**config.mk**
```make
export PLATFORM = sky130hd
export DESIGN_NAME = tcnt_unit
export DESIGN_NICKNAME = d
export VERILOG_FILES = /design/src/rtl/tcnt_pkg.sv /design/src/rtl/tcnt_ctrl.sv /design/src/rtl/tcnt_dpath.sv /design/src/rtl/tcnt_unit.sv
export SDC_FILE = /design/constraint.sdc
export NUM_CORES = 1
export LEC_CHECK = 0
export BUFFER_PORTS_ARGS = -buffer_cell sky130_fd_sc_hd__buf_2
export CORE_MARGIN = 3
export CORE_UTILIZATION = 60
export CTS_BUF_LIST = sky130_fd_sc_hd__clkbuf_8
export DETAILED_ROUTE_END_ITERATION = 8
export PLACE_DENSITY = 0.8
export SYNTH_ARGS = -nofsm -noshare
export SYNTH_HDL_FRONTEND = slang
export SYNTH_SLANG_ARGS = --single-unit
```
**constraint.sdc**
```tcl
create_clock -name clk -period 3.3 [get_ports clk]
set_clock_uncertainty 0.05 [all_clocks]
set_input_delay 0.33 -clock clk [delete_from_list [all_inputs] [get_ports clk]]
set_output_delay 0.33 -clock clk [all_outputs]
set_load 0.01 [all_outputs]
```
**src/rtl/tcnt_pkg.sv**
```systemverilog
`timescale 1ns/100ps
package tcnt_pkg;
  localparam int NUM_TMR = 2;

  typedef enum logic [1:0] {
    MODE_PRE13   = 2'd0,
    MODE_FULL16  = 2'd1,
    MODE_RELOAD8 = 2'd2,
    MODE_SPLIT   = 2'd3
  } tmrMode_e;

  // Configuration byte layout: run[4] gate[3] extSrc[2] mode[1:0]
  typedef struct packed {
    logic     run;
    logic     gate;
    logic     extSrc;
    tmrMode_e mode;
  } tmrCfg_t;

  // Strobes from control to datapath
  typedef struct packed {
    logic [NUM_TMR-1:0] tick;
    logic               splitTick;
    logic [NUM_TMR-1:0] wrLo;
    logic [NUM_TMR-1:0] wrHi;
  } tmrStrobe_t;

  localparam int ADDR_LO0  = 0;
  localparam int ADDR_HI0  = 1;
  localparam int ADDR_LO1  = 2;
  localparam int ADDR_HI1  = 3;
  localparam int ADDR_CFG0 = 4;
  localparam int ADDR_CFG1 = 5;
  localparam int ADDR_FLAG = 6;
endpackage

```
**src/rtl/tcnt_ctrl.sv**
```systemverilog
`timescale 1ns/100ps
module tcnt_ctrl
  import tcnt_pkg::*;
#(
  parameter int BYTE_W = 8,
  parameter int ADDR_W = 3
) (
  input  logic                     clk,
  input  logic                     rstN,
  input  logic                     mcStrobe,
  input  logic                     regWe,
  input  logic [ADDR_W-1:0]        regAddr,
  input  logic [BYTE_W-1:0]        regWdata,
  input  logic [NUM_TMR-1:0]       extCnt,
  input  logic [NUM_TMR-1:0]       extGate,
  output tmrCfg_t [NUM_TMR-1:0]    cfg,
  output tmrStrobe_t               strb
);
  localparam int CFG_W = $bits(tmrCfg_t);

  logic [NUM_TMR-1:0] sampQ;
  logic [NUM_TMR-1:0] tickV;
  logic [NUM_TMR-1:0] wrLoV;
  logic [NUM_TMR-1:0] wrHiV;

  // Configuration registers and count-pin samplers
  always_ff @(posedge clk or negedge rstN) begin
    if (!rstN) begin
      cfg   <= '0;
      sampQ <= '0;
    end else begin
      for (int t = 0; t < NUM_TMR; t++) begin
        if (regWe && (regAddr == ADDR_W'(ADDR_CFG0 + t)))
          cfg[t] <= tmrCfg_t'(regWdata[CFG_W-1:0]);
      end
      if (mcStrobe) sampQ <= extCnt;
    end
  end

  for (genvar gi = 0; gi < NUM_TMR; gi++) begin : gTmr
    logic fallEdge;
    logic srcEvt;
    logic enable;
    logic frozen;

    assign fallEdge = sampQ[gi] & ~extCnt[gi];
    assign srcEvt   = cfg[gi].extSrc ? fallEdge : 1'b1;
    assign enable   = cfg[gi].run & (~cfg[gi].gate | extGate[gi]);
    assign frozen   = (gi == 1) && (cfg[gi].mode == MODE_SPLIT);
    assign tickV[gi] = mcStrobe & srcEvt & enable & ~frozen;
    assign wrLoV[gi] = regWe && (regAddr == ADDR_W'(2 * gi));
    assign wrHiV[gi] = regWe && (regAddr == ADDR_W'(2 * gi + 1));
  end

  always_comb begin
    strb.tick      = tickV;
    strb.splitTick = mcStrobe & cfg[1].run & (cfg[0].mode == MODE_SPLIT);
    strb.wrLo      = wrLoV;
    strb.wrHi      = wrHiV;
  end
endmodule

```
**src/rtl/tcnt_dpath.sv**
```systemverilog
`timescale 1ns/100ps
module tcnt_dpath
  import tcnt_pkg::*;
#(
  parameter int BYTE_W = 8,
  parameter int PRE_W  = 5
) (
  input  logic                             clk,
  input  logic                             rstN,
  input  tmrCfg_t [NUM_TMR-1:0]            cfg,
  input  tmrStrobe_t                       strb,
  input  logic [BYTE_W-1:0]                wrData,
  input  logic [NUM_TMR-1:0]               ackTimer,
  output logic [NUM_TMR-1:0][BYTE_W-1:0]   loQ,
  output logic [NUM_TMR-1:0][BYTE_W-1:0]   hiQ,
  output logic [NUM_TMR-1:0]               flagQ,
  output logic [NUM_TMR-1:0]               flagSet
);
  localparam logic [BYTE_W-1:0]   PRE_MASK = BYTE_W'((1 << PRE_W) - 1);
  localparam logic [BYTE_W-1:0]   ONE_B    = BYTE_W'(1);
  localparam logic [2*BYTE_W-1:0] ONE_W    = (2*BYTE_W)'(1);

  logic [NUM_TMR-1:0] ovfMain;
  logic               splitOvf;

  for (genvar gi = 0; gi < NUM_TMR; gi++) begin : gCnt
    logic [BYTE_W-1:0] loR, hiR, nLo, nHi;
    logic              ovf;

    always_comb begin
      nLo = loR;
      nHi = hiR;
      ovf = 1'b0;
      if (strb.tick[gi]) begin
        unique case (cfg[gi].mode)
          MODE_PRE13: begin
            nLo = (loR & ~PRE_MASK) | ((loR + ONE_B) & PRE_MASK);
            if ((loR & PRE_MASK) == PRE_MASK) begin
              nHi = hiR + ONE_B;
              ovf = &hiR;
            end
          end
          MODE_FULL16: begin
            {nHi, nLo} = {hiR, loR} + ONE_W;
            ovf = &{hiR, loR};
          end
          MODE_RELOAD8: begin
            if (&loR) begin
              nLo = hiR;
              ovf = 1'b1;
            end else begin
              nLo = loR + ONE_B;
            end
          end
          MODE_SPLIT: begin
            if (gi == 0) begin
              nLo = loR + ONE_B;
              ovf = &loR;
            end
          end
        endcase
      end
      if ((gi == 0) && strb.splitTick) nHi = hiR + ONE_B;
      if (strb.wrLo[gi]) nLo = wrData;
      if (strb.wrHi[gi]) nHi = wrData;
    end

    always_ff @(posedge clk or negedge rstN) begin
      if (!rstN) begin
        loR <= '0;
        hiR <= '0;
      end else begin
        loR <= nLo;
        hiR <= nHi;
      end
    end

    assign loQ[gi]     = loR;
    assign hiQ[gi]     = hiR;
    assign ovfMain[gi] = ovf;
  end

  assign splitOvf   = strb.splitTick & (&hiQ[0]);
  assign flagSet[0] = ovfMain[0];
  assign flagSet[1] = (ovfMain[1] & (cfg[0].mode != MODE_SPLIT)) | splitOvf;

  always_ff @(posedge clk or negedge rstN) begin
    if (!rstN) begin
      flagQ <= '0;
    end else begin
      for (int t = 0; t < NUM_TMR; t++) begin
        if (flagSet[t])       flagQ[t] <= 1'b1;
        else if (ackTimer[t]) flagQ[t] <= 1'b0;
      end
    end
  end
endmodule

```
**src/rtl/tcnt_unit.sv**
```systemverilog
`timescale 1ns/100ps
module tcnt_unit
  import tcnt_pkg::*;
#(
  parameter int BYTE_W = 8,
  parameter int PRE_W  = 5,
  parameter int ADDR_W = 3
) (
  input  logic              clk,
  input  logic              rstN,
  input  logic              mcStrobe,
  input  logic              regWe,
  input  logic [ADDR_W-1:0] regAddr,
  input  logic [BYTE_W-1:0] regWdata,
  output logic [BYTE_W-1:0] regRdata,
  input  logic [1:0]        extCnt,
  input  logic [1:0]        extGate,
  input  logic [1:0]        ackTimer,
  output logic [1:0]        ovfFlag
);
  localparam int CFG_W = $bits(tmrCfg_t);

  tmrCfg_t [NUM_TMR-1:0]            cfg;
  tmrStrobe_t                       strb;
  logic [NUM_TMR-1:0][BYTE_W-1:0]   loQ;
  logic [NUM_TMR-1:0][BYTE_W-1:0]   hiQ;
  logic [NUM_TMR-1:0]               flagQ;
  logic [NUM_TMR-1:0]               flagSet;

  tcnt_ctrl #(.BYTE_W(BYTE_W), .ADDR_W(ADDR_W)) uCtrl (
    .clk(clk), .rstN(rstN), .mcStrobe(mcStrobe), .regWe(regWe),
    .regAddr(regAddr), .regWdata(regWdata), .extCnt(extCnt),
    .extGate(extGate), .cfg(cfg), .strb(strb)
  );

  tcnt_dpath #(.BYTE_W(BYTE_W), .PRE_W(PRE_W)) uDpath (
    .clk(clk), .rstN(rstN), .cfg(cfg), .strb(strb), .wrData(regWdata),
    .ackTimer(ackTimer), .loQ(loQ), .hiQ(hiQ), .flagQ(flagQ),
    .flagSet(flagSet)
  );

  always_comb begin
    regRdata = '0;
    case (regAddr)
      ADDR_W'(ADDR_LO0):  regRdata = loQ[0];
      ADDR_W'(ADDR_HI0):  regRdata = hiQ[0];
      ADDR_W'(ADDR_LO1):  regRdata = loQ[1];
      ADDR_W'(ADDR_HI1):  regRdata = hiQ[1];
      ADDR_W'(ADDR_CFG0): regRdata = {{(BYTE_W-CFG_W){1'b0}}, cfg[0]};
      ADDR_W'(ADDR_CFG1): regRdata = {{(BYTE_W-CFG_W){1'b0}}, cfg[1]};
      ADDR_W'(ADDR_FLAG): regRdata = {{(BYTE_W-NUM_TMR){1'b0}}, flagQ};
      default:            regRdata = '0;
    endcase
  end

  assign ovfFlag = flagQ;
endmodule

```
### Yosys cells after proc, flatten, opt, wreduce, memory -nomap -nowiden

Cells that the tools add are included.

| operators by class | value |
|---|---|
| add/subtract/negate cells | 6 |
| eq/ne operators | 17 |
| multiplexer cells | 32 |
| bitwise logic cells | 23 |
| reduce and logical (&&, ||, !) cells | 27 |

Operators by type and width:

| operator | number |
|---|---|
| two-way mux 8 bit | 13 |
| one-hot mux 8 bit (7 select lines) | 1 |
| adder 16 x 1 -> 16 bit, second input constant | 2 |
| adder 8 x 1 -> 8 bit, second input constant | 4 |
| one-hot mux 8 bit (2 select lines) | 2 |
| one-hot mux 8 bit (4 select lines) | 1 |
| AND reduction 16 bit | 2 |
| AND reduction 8 bit | 4 |
| one-hot mux 8 bit (3 select lines) | 1 |
| bitwise OR 8 x 5 -> 8 bit | 2 |
| bitwise AND 1 bit | 13 |
| two-way mux 1 bit | 12 |
| == test 5 bit, second input constant | 2 |
| nonzero test 2 bit | 5 |
| == test 3 bit, second input constant | 3 |
| == test 2 bit, second input constant | 4 |
| nonzero test 4 bit | 2 |
| == test 3 x 2 -> 1 bit, second input constant | 2 |
| logical AND 1 bit | 6 |
| AND reduction 3 bit | 2 |
| nonzero test 3 bit | 2 |
| NOT 1 bit | 5 |
| == test 2 x 1 -> 1 bit, second input constant | 2 |
| logical NOT 2 bit | 2 |
| other kinds (9) | 11 |

| word-level totals | value |
|---|---|
| register bits after elaboration | 46 |
| input port bits | 21 |
| output and inout port bits | 10 |
| logic and storage cells | 120 |

### Depth between registers and ports, before layout

Gate-level depths: netlist (run 1).

| depth | value |
|---|---|
| depth in word-level cells | 10 |
| depth in mapped cells | 9 |
| gate-level depth less buffers | 9 |

### By module

Synthesis (run 1) repeated with hierarchy kept, for this count alone.

| second synthesis, totals | value |
|---|---|
| cells, all modules | 388 |
| area total of the unflattened synthesis | 3633.5 um2 |

Modules (own cells, without submodules):

| module | instances | cells an instance | area an instance (um2) | sequential area each (um2) |
|---|---|---|---|---|
| tcnt_dpath | 1 | 306 | 2666.3 | 850.8 |
| tcnt_ctrl | 1 | 41 | 565.5 | 300.3 |
| tcnt_unit | 1 | 41 | 401.6 | 0.0 |

### Least setup slack after synthesis (run 1)

OpenSTA, ideal clock, no wires.

| timing | value |
|---|---|
| kind | register to register |
| start | reg uDpath.gCnt[0].loR[0] |
| end | reg uDpath.gCnt[0].hiR[5] |
| library setup time | 0.125 ns |
| arrival time | 2.096 ns |
| data required time | 3.125 ns |
| setup slack | 1.029 ns |
| cell stages (with the launch flop) | 10 |
| path buffers | 0 |
| clock period less this slack | 2.271 ns |
| cells stage by stage | dfrtp_1 ha_1 nand3_1 clkinv_1 ha_1 o21ba_2 o2111a_1 o2111ai_2 xnor2_1 mux2_2 |

| on the way | value |
|---|---|
| cells in the longest elaborated chain, start to end | 5 |
| elaborated cells on any way between the ends | 8 |
| those cells by class | 1 x add/sub; 2 x eq/ne; 4 x mux; 1 x reduce/logical |

RTL lines:

| what | line | source |
|---|---|---|
| from (decl) | tcnt_dpath.sv:27 | `logic [BYTE_W-1:0] loR, hiR, nLo, nHi;` |
| from (signal assigned) | tcnt_dpath.sv:73 | `loR <= nLo;` |
| adder 16 x 1 -> 16 bit | tcnt_dpath.sv:44 | `{nHi, nLo} = {hiR, loR} + ONE_W;` |
| one-hot mux 8 bit (2 select lines) | tcnt_dpath.sv:35 | `unique case (cfg[gi].mode)` |
| two-way mux 8 bit | tcnt_dpath.sv:34 | `if (strb.tick[gi]) begin` |
| two-way mux 8 bit | tcnt_dpath.sv:63 | `if ((gi == 0) && strb.splitTick) nHi = hiR + ONE_B;` |
| two-way mux 8 bit | tcnt_dpath.sv:65 | `if (strb.wrHi[gi]) nHi = wrData;` |
| to (signal assigned) | tcnt_dpath.sv:74 | `hiR <= nHi;` |
| to (decl) | tcnt_dpath.sv:27 |  |

Parallel ways exist; a longest one is shown, timed or not. The select of a mux whose other input is x is not followed.
A chain may end at the register's enable or synchronous reset.

### Worst setup path after layout (run 1)

Ends and elaborated chain as after synthesis.

==> impl_metrics.env, run 1 <==
export IMPL_antenna_found_initial=0
export IMPL_die_width_microns=81.9
export IMPL_dr_pass1_iters=5
export IMPL_drc=0
export IMPL_num_antenna_cells=0
export IMPL_holdCritPathClass="in -> async"
export IMPL_synth_top_family_by_area="compound AO/OA/AOI/OAI gates"
export IMPL_synthArstFlopShare_pct=100
export IMPL_grtUsageTotal_pct=32.3
export IMPL_timing_fmax_ghz=0.391
export IMPL_grt_max_degree=47
export IMPL_rsz0062_at_grt="false"
export IMPL_maxCapViolCount=0
export IMPL_p_seq_share_pct=44.1
export IMPL_drive_above_1_share_pct=18.4
export IMPL_fin_tns_setup_ps=0
export IMPL_worst_ep_arrival_time_ps=2700
export IMPL_pwr_density_cell_nw_per_um2=654
export IMPL_grt_pass1_wl_microns=16400
export IMPL_yosys_warnings=0
export IMPL_grt_ovfl_total=0
export IMPL_fill_cells=467
export IMPL_worst_slew_pin_slew_ps=1050
export IMPL_cts_root_buf="clkbuf_8"
export IMPL_routedWlPerCell_microns=20.7
export IMPL_synth_xor_area_share_pct=3.80
export IMPL_timing_final_hold_violations=0
export IMPL_layout_cells_most_common="dfrtp_1"
export IMPL_power_frac_comb_pct=38.1
export IMPL_netlist_area_sq_um=3460
export IMPL_final_cell_mix="46 x dfrtp_1, 38 x nand2_1, 30 x buf_2"
export IMPL_p_total_mw=2.46
export IMPL_design_area_sq_um=3750
export IMPL_num_rows=27
export IMPL_synthSimpleGateAreaFrac_pct=20.6
export IMPL_drt_iter0_markers=349
export IMPL_synthDistinctLibCells=65
export IMPL_critical_path_class="reg -> reg"
export IMPL_final_cells=485
export IMPL_start_util_pct=62.4
export IMPL_cts_sinks=46
export IMPL_end_kind="flop"
export IMPL_postCtsSetupBuffers=0
export IMPL_p_clk_share_pct=17.8
export IMPL_synth_ff_type="dfrtp_1"
export IMPL_period_needed_ps=2560
export IMPL_fin_crit_sh_pct=77.4
export IMPL_r2r_end="uDpath.gCnt[0].hiR[5]"
export IMPL_slew_headroom_pct=30.1
export IMPL_cp_start_kind="flop"
export IMPL_synth_edf_count=0
export IMPL_routabilityCongestion=0.970
export IMPL_reg2reg_from="uDpath.gCnt[0].loR[0]"
export IMPL_p_int_mw=1.40
export IMPL_peakVddDrop_v=0.000377
export IMPL_place_hpwl_microns=7420
export IMPL_reg2reg_depth=9
export IMPL_worstPathRequired_ps=3450
export IMPL_dp_cells=477
export IMPL_cts_tree="built"
export IMPL_die_area_sq_um=6710
export IMPL_synthAdderAreaFrac_pct=3.62
export IMPL_drt_wl_total_microns=10000
export IMPL_grt_pass1_vias=3314
export IMPL_worstPathMaxFanout=7
export IMPL_num_vias=3282
export IMPL_rrSetupSlack_ps=740
export IMPL_setup_viol=0
export IMPL_io_pins=31
export IMPL_syn_inst=389
export IMPL_htree_levels=2
export IMPL_layout_nets=443
export IMPL_status="complete, no violations"
export IMPL_synth_seq_cells=46
export IMPL_fp_dieH_microns=81.9
export IMPL_area_growth_pct=8.50
export IMPL_drt_vias_per_instance=6.77
export IMPL_drv_slew=0
export IMPL_ant_nets=0
export IMPL_clock_latency_ps=310
export IMPL_placed_area_sq_um=3640
export IMPL_syn_nets=420
export IMPL_switchingPower_mw=1.05
export IMPL_cts_made_buffers=5
export IMPL_swShare_pct=42.8
export IMPL_p_leak_nw=1.56
export IMPL_cts_hold_buf=0
export IMPL_synth_area_per_cell_sq_um=8.89
export IMPL_synthMuxAreaShare_pct=10.2
export IMPL_io_buffers=30
export IMPL_post_cts_resized=0
export IMPL_final_util_pct=67.7
export IMPL_seq_area_frac_synth_pct=33.3
export IMPL_core_area_sq_um=5540
export IMPL_synth_compound_area_share_pct=24.6
export IMPL_clock_path_buffers=2
export IMPL_clk_pin_slew_worst_paths_ps=100
-- cells in the mapped netlist, types with 10 or more instances --
cell type  number  area share (%)
dfrtp_1        46              33
nand2_1        38             4.1
a21oi_1        25             3.6
nor2_1         24             2.6
o21ai_0        21             3.0
mux2_2         17             5.5
inv_1          15             1.6
nand3_1        13             1.9
nor3_1         12             1.7
nor2b_1        11             2.0
ha_1           10             3.6
xnor2_1        10             2.5
-- registers in the layout, indices dropped and copies added (netlist names) --
signal and flops:
uDpath.gCnt.loR 16, uCtrl.sampQ 2, uCtrl.cfg 10, uDpath.flagQ 2, uDpath.gCnt.hiR 16
-- critical path: stages (launching register included) --
cell	delay, ps
dfrtp_1	450
ha_1	260
nand3_1	160
clkinv_1	240
ha_1	280
o21ba_2	210
o2111a_1	200
o2111ai_2	260
xnor2_1	90
mux2_2	260
-- stage by stage --
step	setup slack (ps)	hold slack [ps]
2_1_floorplan	1030	-15.6
3_3_place_gp	893	432
3_5_place_dp	796	444
4_1_cts	769	143
5_1_grt	533	152
6_report	745	145
-- cell families after synthesis --
family / count (synthesis)
xor gates and xnor gates: 15
AOI/OAI and AO/OA: 122
muxes: 27
adders and majority gates: 10
buffers and inverters: 32
DFF: 46
and+or+nand+nor: 137
-- final cells by class --
class / count / area [sq um] / area share (%)
Tap cell: 72 / 90.1 / 2.40
Multi-Input combinational cell: 311 / 2170 / 57.9
Timing Repair Buffer: 32 / 165 / 4.40
Clock buffer: 5 / 68.8 / 1.83
Inverter: 16 / 60.1 / 1.60
Clock inverter: 3 / 43.8 / 1.17
Sequential cell: 46 / 1150 / 30.7
-- how the worst max path moves through the flow --
stage                                startpoint                     to  slack [ps]
after floorplan           uDpath.gCnt[0].loR[0]  uDpath.gCnt[0].hiR[5]        1030
after global placement    uDpath.gCnt[0].loR[0]  uDpath.gCnt[0].hiR[5]         890
after detailed placement  uDpath.gCnt[0].loR[0]  uDpath.gCnt[0].hiR[5]         800
after CTS                 uDpath.gCnt[0].loR[0]  uDpath.gCnt[0].hiR[5]         770
after global routing      uDpath.gCnt[0].loR[0]  uDpath.gCnt[0].hiR[6]         530
final                     uDpath.gCnt[0].loR[0]  uDpath.gCnt[0].hiR[5]         740
-- metal layers --
| layer | vias up | wire [microns] | global-route usage (%) |
|---|---|---|---|
| li1 | 1509 | - | - |
| met1 | 1576 | 4050 | 40.8 |
| met2 | 165 | 4990 | 53.6 |
| met3 | 32 | 707 | 6.03 |
| met4 | 0 | 292 | 14.6 |
| met5 | - | 0 | 0 |
-- power by group through the flow --
| stage | registers [mW] | logic, mW | clock network [mW] |
|---|---|---|---|
| final | 1.08 | 0.935 | 0.437 |
| after global routing | 1.10 | 1.04 | 0.464 |
| after CTS | 1.06 | 0.922 | 0.439 |
| after detailed placement | 1.07 | 0.917 | 0 |
| after global placement | 1.07 | 0.885 | 0 |
| after floorplan | 0.938 | 0.731 | 0 |
Power figures use the tool's default switching activity.
==> run 2: changes to the inputs <==
ABC_AREA = 1   (was not set)
clock period = 2.6 ns   (was 3.3 ns; I/O delays follow)
==> impl_metrics.env, run 2 <==
export IMPL_swShare_pct=47.5
export IMPL_fill_cells=557
export IMPL_synth_area_per_cell_sq_um=6.49
export IMPL_period_needed_ps=2040
export IMPL_rrSetupSlack_ps=560
export IMPL_syn_nets=606
export IMPL_core_area_sq_um=5960
export IMPL_critical_path_class="reg -> reg"
export IMPL_fin_tns_setup_ps=0
export IMPL_synth_largest_area_cell="dfrtp_1"
export IMPL_p_total_mw=3.15
export IMPL_worstPathRequired_ps=2750
export IMPL_crit_start="uDpath.gCnt[0].loR[0]"
export IMPL_p_leak_nw=2.17
export IMPL_syn_inst=575
export IMPL_post_cts_resized=0
export IMPL_area_growth_pct=8.39
export IMPL_synthArstFlopShare_pct=100
export IMPL_fin_hold_ws_ps=-19.9
export IMPL_cts_root_buf="clkbuf_8"
export IMPL_grt_ovfl_total=0
export IMPL_largest_registers="uDpath.gCnt.hiR: 16 flops, uDpath.gCnt.loR: 16 flops, uCtrl.cfg: 10 flops"
export IMPL_synth_ff_type="dfrtp_1"
export IMPL_power_frac_comb_pct=42.4
export IMPL_die_width_microns=84.8
export IMPL_dr_pass1_iters=5
export IMPL_peakVddDrop_v=0.000453
export IMPL_synthDistinctLibCells=39
export IMPL_worstSetupEndpoint="uDpath.gCnt[0].hiR[4]"
export IMPL_seq_area_sq_um=1150
export IMPL_clk_pin_slew_worst_paths_ps=100
export IMPL_p_int_mw=1.65
export IMPL_drt_vias_per_instance=5.73
export IMPL_ant_nets=0
export IMPL_synthTopCellsByCount="181 x nand2_1, 77 x inv_1, 63 x nand3_1, 46 x dfrtp_1, 44 x nor2_1"
export IMPL_final_util_pct=67.9
export IMPL_synth_edf_count=0
export IMPL_clock_latency_ps=310
export IMPL_synthTopCellsByArea="dfrtp_1 31%, nand2_1 18%, nand3_1 8.5%"
export IMPL_yosys_warnings=0
export IMPL_cts_hold_buf=0
export IMPL_fp_dieH_microns=84.8
export IMPL_grtUsageTotal_pct=32.4
export IMPL_dp_cells=676
export IMPL_placed_area_sq_um=3950
export IMPL_switchingPower_mw=1.49
export IMPL_rsz0062_at_grt="false"
export IMPL_worst_ep_arrival_time_ps=2190
export IMPL_reg2reg_from="uDpath.gCnt[0].loR[0]"
export IMPL_cts_sinks=46
export IMPL_slew_headroom_pct=60.0
export IMPL_design_area_sq_um=4040
export IMPL_netlist_area_sq_um=3730
export IMPL_holdCritPathClass="in -> async"
export IMPL_worst_slew_pin_slew_ps=600
export IMPL_setup_viol=0
export IMPL_grt_pass1_wl_microns=18500
export IMPL_final_cell_mix="181 x nand2_1, 78 x inv_1, 63 x nand3_1"
export IMPL_layout_nets=639
export IMPL_drv_slew=0
export IMPL_num_vias=3922
export IMPL_drive_above_1_share_pct=13.5
export IMPL_timing_fmax_ghz=0.491
export IMPL_r2r_end="uDpath.gCnt[0].hiR[4]"
export IMPL_end_kind="flop"
export IMPL_postCtsSetupBuffers=0
export IMPL_start_util_pct=62.6
export IMPL_io_buffers=30
export IMPL_timing_final_hold_violations=32
export IMPL_multiInputGateArea_sq_um=2210
export IMPL_num_antenna_cells=0
export IMPL_drt_iter0_markers=341
export IMPL_layout_cells_most_common="nand2_1"
export IMPL_cp_start_kind="flop"
export IMPL_pwr_density_cell_nw_per_um2=779
export IMPL_reg2reg_depth=14
export IMPL_status="finished with violations"
export IMPL_p_clk_share_pct=14.9
export IMPL_maxCapViolCount=0
export IMPL_num_rows=28
export IMPL_grt_pass1_vias=3664
export IMPL_final_cells=684
export IMPL_drt_wl_total_microns=11100
export IMPL_synth_top_area_share_pct=30.9
export IMPL_antenna_found_initial=0
export IMPL_violations="negative hold slack"
export IMPL_cts_tree="built"
export IMPL_htree_levels=2
export IMPL_io_pins=31
export IMPL_fin_crit_sh_pct=78.4
export IMPL_die_area_sq_um=7200
export IMPL_routabilityCongestion=0.973
export IMPL_synth_seq_cells=46
export IMPL_routedWlPerCell_microns=16.3
export IMPL_drc=0
export IMPL_grt_max_degree=47
export IMPL_place_hpwl_microns=8540
export IMPL_cts_made_buffers=5
export IMPL_p_seq_share_pct=42.6
export IMPL_clock_path_buffers=2
export IMPL_synth_most_common_cell="nand2_1"
export IMPL_seq_area_frac_synth_pct=30.9
export IMPL_worstPathMaxFanout=6
## run 2: cell types whose count changed after synthesis, moves of 11 or more
cell and change:
inv_1 +62, mux2_2 -17, nand2_1 +143, nand3_1 +50, nor2_1 +20, nor2_2 +12, nor2b_1 -11, o21ai_0 +13
## run 2: power groups by stage
stage,registers (mW),clock network [mW],logic [mW]
finish,1.34,0.470,1.34
CTS,1.33,0.468,1.31
floorplan,1.18,0,1.02
detailed placement,1.34,0,1.30
global route,1.37,0.490,1.52
global placement,1.33,0,1.28
## run 2: per-layer routing
metal  up-vias  track usage [%]  wire (microns)
met4         0             10.5             329
li1       1927                -               -
met5         -                0               0
met3        34             3.98             799
met2       179             53.3            5260
met1      1782             44.4            4730
## run 2: through the flow
step	hold slack (ps)	setup slack, ps
6_report	-19.9	562
5_1_grt	50.5	280
2_1_floorplan	-85.6	800
3_3_place_gp	341	669
4_1_cts	16.2	591
3_5_place_dp	349	609
## run 2: how the worst min path moves through the flow
stage	from	endpoint	slack (ps)	cells past startpoint
2_1_floorplan	rstN	uCtrl.cfg[0]	-90	0
3_3_place_gp	rstN	uDpath.gCnt[1].hiR[1]	340	2
3_5_place_dp	rstN	uDpath.gCnt[1].hiR[7]	350	2
4_1_cts	rstN	uDpath.gCnt[1].hiR[7]	20	2
5_1_grt	rstN	uDpath.gCnt[1].hiR[1]	50	2
6_report	rstN	uDpath.gCnt[1].hiR[7]	-20	2
## run 2: layout make-up
type,instances,area share (%)
Clock buffer,6,2.04
Inverter,86,8.08
Multi-Input combinational cell,437,54.8
Tap cell,75,2.32
Sequential cell,46,28.5
Clock inverter,2,0.217
Timing Repair Buffer,32,4.09
## run 2: kinds of logic (layout without fill, tap and decap cells)
| group | count (synthesis) | after routing | synth area share, % |
|---|---|---|---|
| AOI/OAI and AO/OA | 84 | 84 | 12.7 |
| xor gates and xnor gates | 8 | 8 | 1.88 |
| buffers and inverters | 92 | 126 | 9.76 |
| DFF | 46 | 46 | 30.9 |
| adders and majority gates | 10 | 10 | 3.35 |
| and+or+nand+nor | 335 | 335 | 41.4 |
## run 2: critical path: stages, from the launching register on
cell	delay [ps]
dfrtp_1	400
ha_1	210
nand2_1	70
inv_1	70
nand2_1	100
inv_1	50
ha_1	190
nor2_1	90
nor2_1	40
nand3_1	160
nand2_2	120
inv_1	130
nor2_1	50
a21oi_1	130
nor2_1	70
==> run 3: changes to the inputs <==
clock period = 2 ns   (was 2.6 ns; I/O delays follow)
==> impl_metrics.env, run 3 (synthesized netlist as in run 2, its figures left out) <==
export IMPL_drv_slew=0
export IMPL_p_seq_share_pct=39.4
export IMPL_routabilityCongestion=1.05
export IMPL_p_clk_share_pct=15.6
export IMPL_rsz0062_at_grt="true"
export IMPL_drt_vias_per_instance=5.93
export IMPL_end_kind="flop"
export IMPL_cts_made_buffers=5
export IMPL_peakVddDrop_v=0.000639
export IMPL_critical_path_class="reg -> reg"
export IMPL_ant_nets=0
export IMPL_antenna_found_initial=0
export IMPL_grt_ovfl_total=0
export IMPL_io_buffers=30
export IMPL_timing_final_hold_violations=0
export IMPL_grt_pass1_vias=3876
export IMPL_p_int_mw=2.36
export IMPL_setup_slack_ps=64.6
export IMPL_io_pins=31
export IMPL_holdCritPathClass="in -> reg"
export IMPL_fin_crit_sh_pct=96.8
export IMPL_routedWlPerCell_microns=16.8
export IMPL_grtUsageTotal_pct=32.9
export IMPL_maxCapViolCount=0
export IMPL_switchingPower_mw=2.02
export IMPL_num_antenna_cells=0
export IMPL_drive_above_1_share_pct=17.7
export IMPL_clock_path_buffers=2
export IMPL_dp_cells=682
export IMPL_worstPathRequired_ps=2200
export IMPL_power_frac_comb_pct=45.0
export IMPL_grt_pass1_wl_microns=18900
export IMPL_dr_pass1_iters=5
export IMPL_largest_registers="uDpath.gCnt.hiR: 16 flops, uDpath.gCnt.loR: 16 flops, uCtrl.cfg: 10 flops"
export IMPL_final_cell_mix="177 x nand2_1, 75 x inv_1, 61 x nand3_1"
export IMPL_num_vias=4139
export IMPL_swShare_pct=46.2
export IMPL_timing_fmax_ghz=0.517
export IMPL_layout_nets=653
export IMPL_layout_cells_most_common="nand2_1"
export IMPL_clk_pin_slew_worst_paths_ps=90
export IMPL_area_growth_pct=13.2
export IMPL_place_hpwl_microns=8930
export IMPL_p_leak_nw=2.24
export IMPL_period_needed_ps=1940
export IMPL_clock_latency_ps=310
export IMPL_cp_start_kind="flop"
export IMPL_final_cells=698
export IMPL_die_width_microns=84.8
export IMPL_die_area_sq_um=7200
export IMPL_drc=0
export IMPL_cts_root_buf="clkbuf_8"
export IMPL_dp_slack_ps=-2.43
export IMPL_pwr_density_cell_nw_per_um2=1040
export IMPL_cts_tree="built"
export IMPL_worst_slew_pin_slew_ps=642
export IMPL_design_area_sq_um=4220
export IMPL_worstPathMaxFanout=9
export IMPL_drt_iter0_markers=405
export IMPL_htree_levels=2
export IMPL_num_rows=28
export IMPL_grt_max_degree=28
export IMPL_worst_ep_arrival_time_ps=2130
export IMPL_fp_dieH_microns=84.8
export IMPL_setup_viol=0
export IMPL_core_area_sq_um=5960
export IMPL_slew_headroom_pct=57.2
export IMPL_start_util_pct=62.6
export IMPL_placed_area_sq_um=4000
export IMPL_cts_sinks=46
export IMPL_status="complete, no violations"
export IMPL_drt_wl_total_microns=11700
-- run 3: changes by cell type in the layout (fill, tap and decap cells not counted), sizes merged --
cell,change
buf,+13
bufinv,+1
clkbuf,-1
clkinv,-1
dlygate4sd3,+1
inv,+1
-- run 3: metrics by stage --
step	TNS (ps)	power [mW]	util [%]	hold slack (ps)
6_report	0	4.38	70.9	67.9
5_1_grt	-577	4.70	70.9	70.0
4_1_cts	0	4.20	69.1	69.2
3_5_place_dp	-2.43	3.50	67.1	210
3_3_place_gp	0	3.44	67.1	203
2_1_floorplan	0	2.86	-	-146
-- run 3: area by class of cell --
| cell class | count | area (sq um) |
|---|---|---|
| Sequential cell | 46 | 1150 |
| Fill cell | 501 | 1740 |
| Clock inverter | 3 | 37.5 |
| Tap cell | 75 | 93.8 |
| Timing Repair Buffer | 46 | 277 |
| Clock buffer | 5 | 68.8 |
| Multi-Input combinational cell | 437 | 2260 |
| Inverter | 86 | 327 |
-- run 3: timing repair --
item | 4_1_cts | 5_1_grt
pin swaps | 0 | 12
resized for setup | 1 | 18
hold buffers | 1 | 0
endpoints found under the setup margin | 2 | 16
buffers inserted | 0 | 7
hold endpoints to repair | 26 | 0
-- run 3: final timing paths --
| check | slack (ps) | endpoint | cells past startpoint | start |
|---|---|---|---|---|
| worst min-delay path | 70 | uCtrl.sampQ[1] | 3 | extCnt[1] |
| max in group asynchronous | 770 | uDpath.gCnt[0].hiR[5] | 3 | rstN |
| min in group asynchronous | 390 | uDpath.gCnt[1].hiR[1] | 2 | rstN |
| worst max-delay path | 60 | uDpath.gCnt[1].hiR[2] | 10 | uDpath.gCnt[1].loR[1] |
| worst max register to register | 60 | uDpath.gCnt[1].hiR[2] | 10 | uDpath.gCnt[1].loR[1] |
| worst min register to register | 480 | uCtrl.cfg[2] | 2 | uCtrl.cfg[2] |
-- run 3: worst max-delay path, cell delays in order (launching register included) --
cell     delay, ps
dfrtp_1        420
ha_1           210
nand2_1        100
nor2_2         130
ha_1           170
inv_1           50
a21oi_2        190
nand2_4        130
nor2_4         220
nand3_1        100
nand3_1         80
-- run 3: power by group through the flow --
stage | clock, mW | sequential (mW) | combinational, mW
after floorplan | 0 | 1.53 | 1.32
after CTS | 0.696 | 1.69 | 1.81
after detailed placement | 0 | 1.71 | 1.80
after global placement | 0 | 1.69 | 1.74
after global routing | 0.734 | 1.76 | 2.21
final | 0.684 | 1.72 | 1.97
-- run 3: routing by layer --
metal,track usage [%],share of wire [%]
met2,54.3,48
met1,43.0,40
met4,12.8,3.1
met5,0,0
met3,6.02,9.1
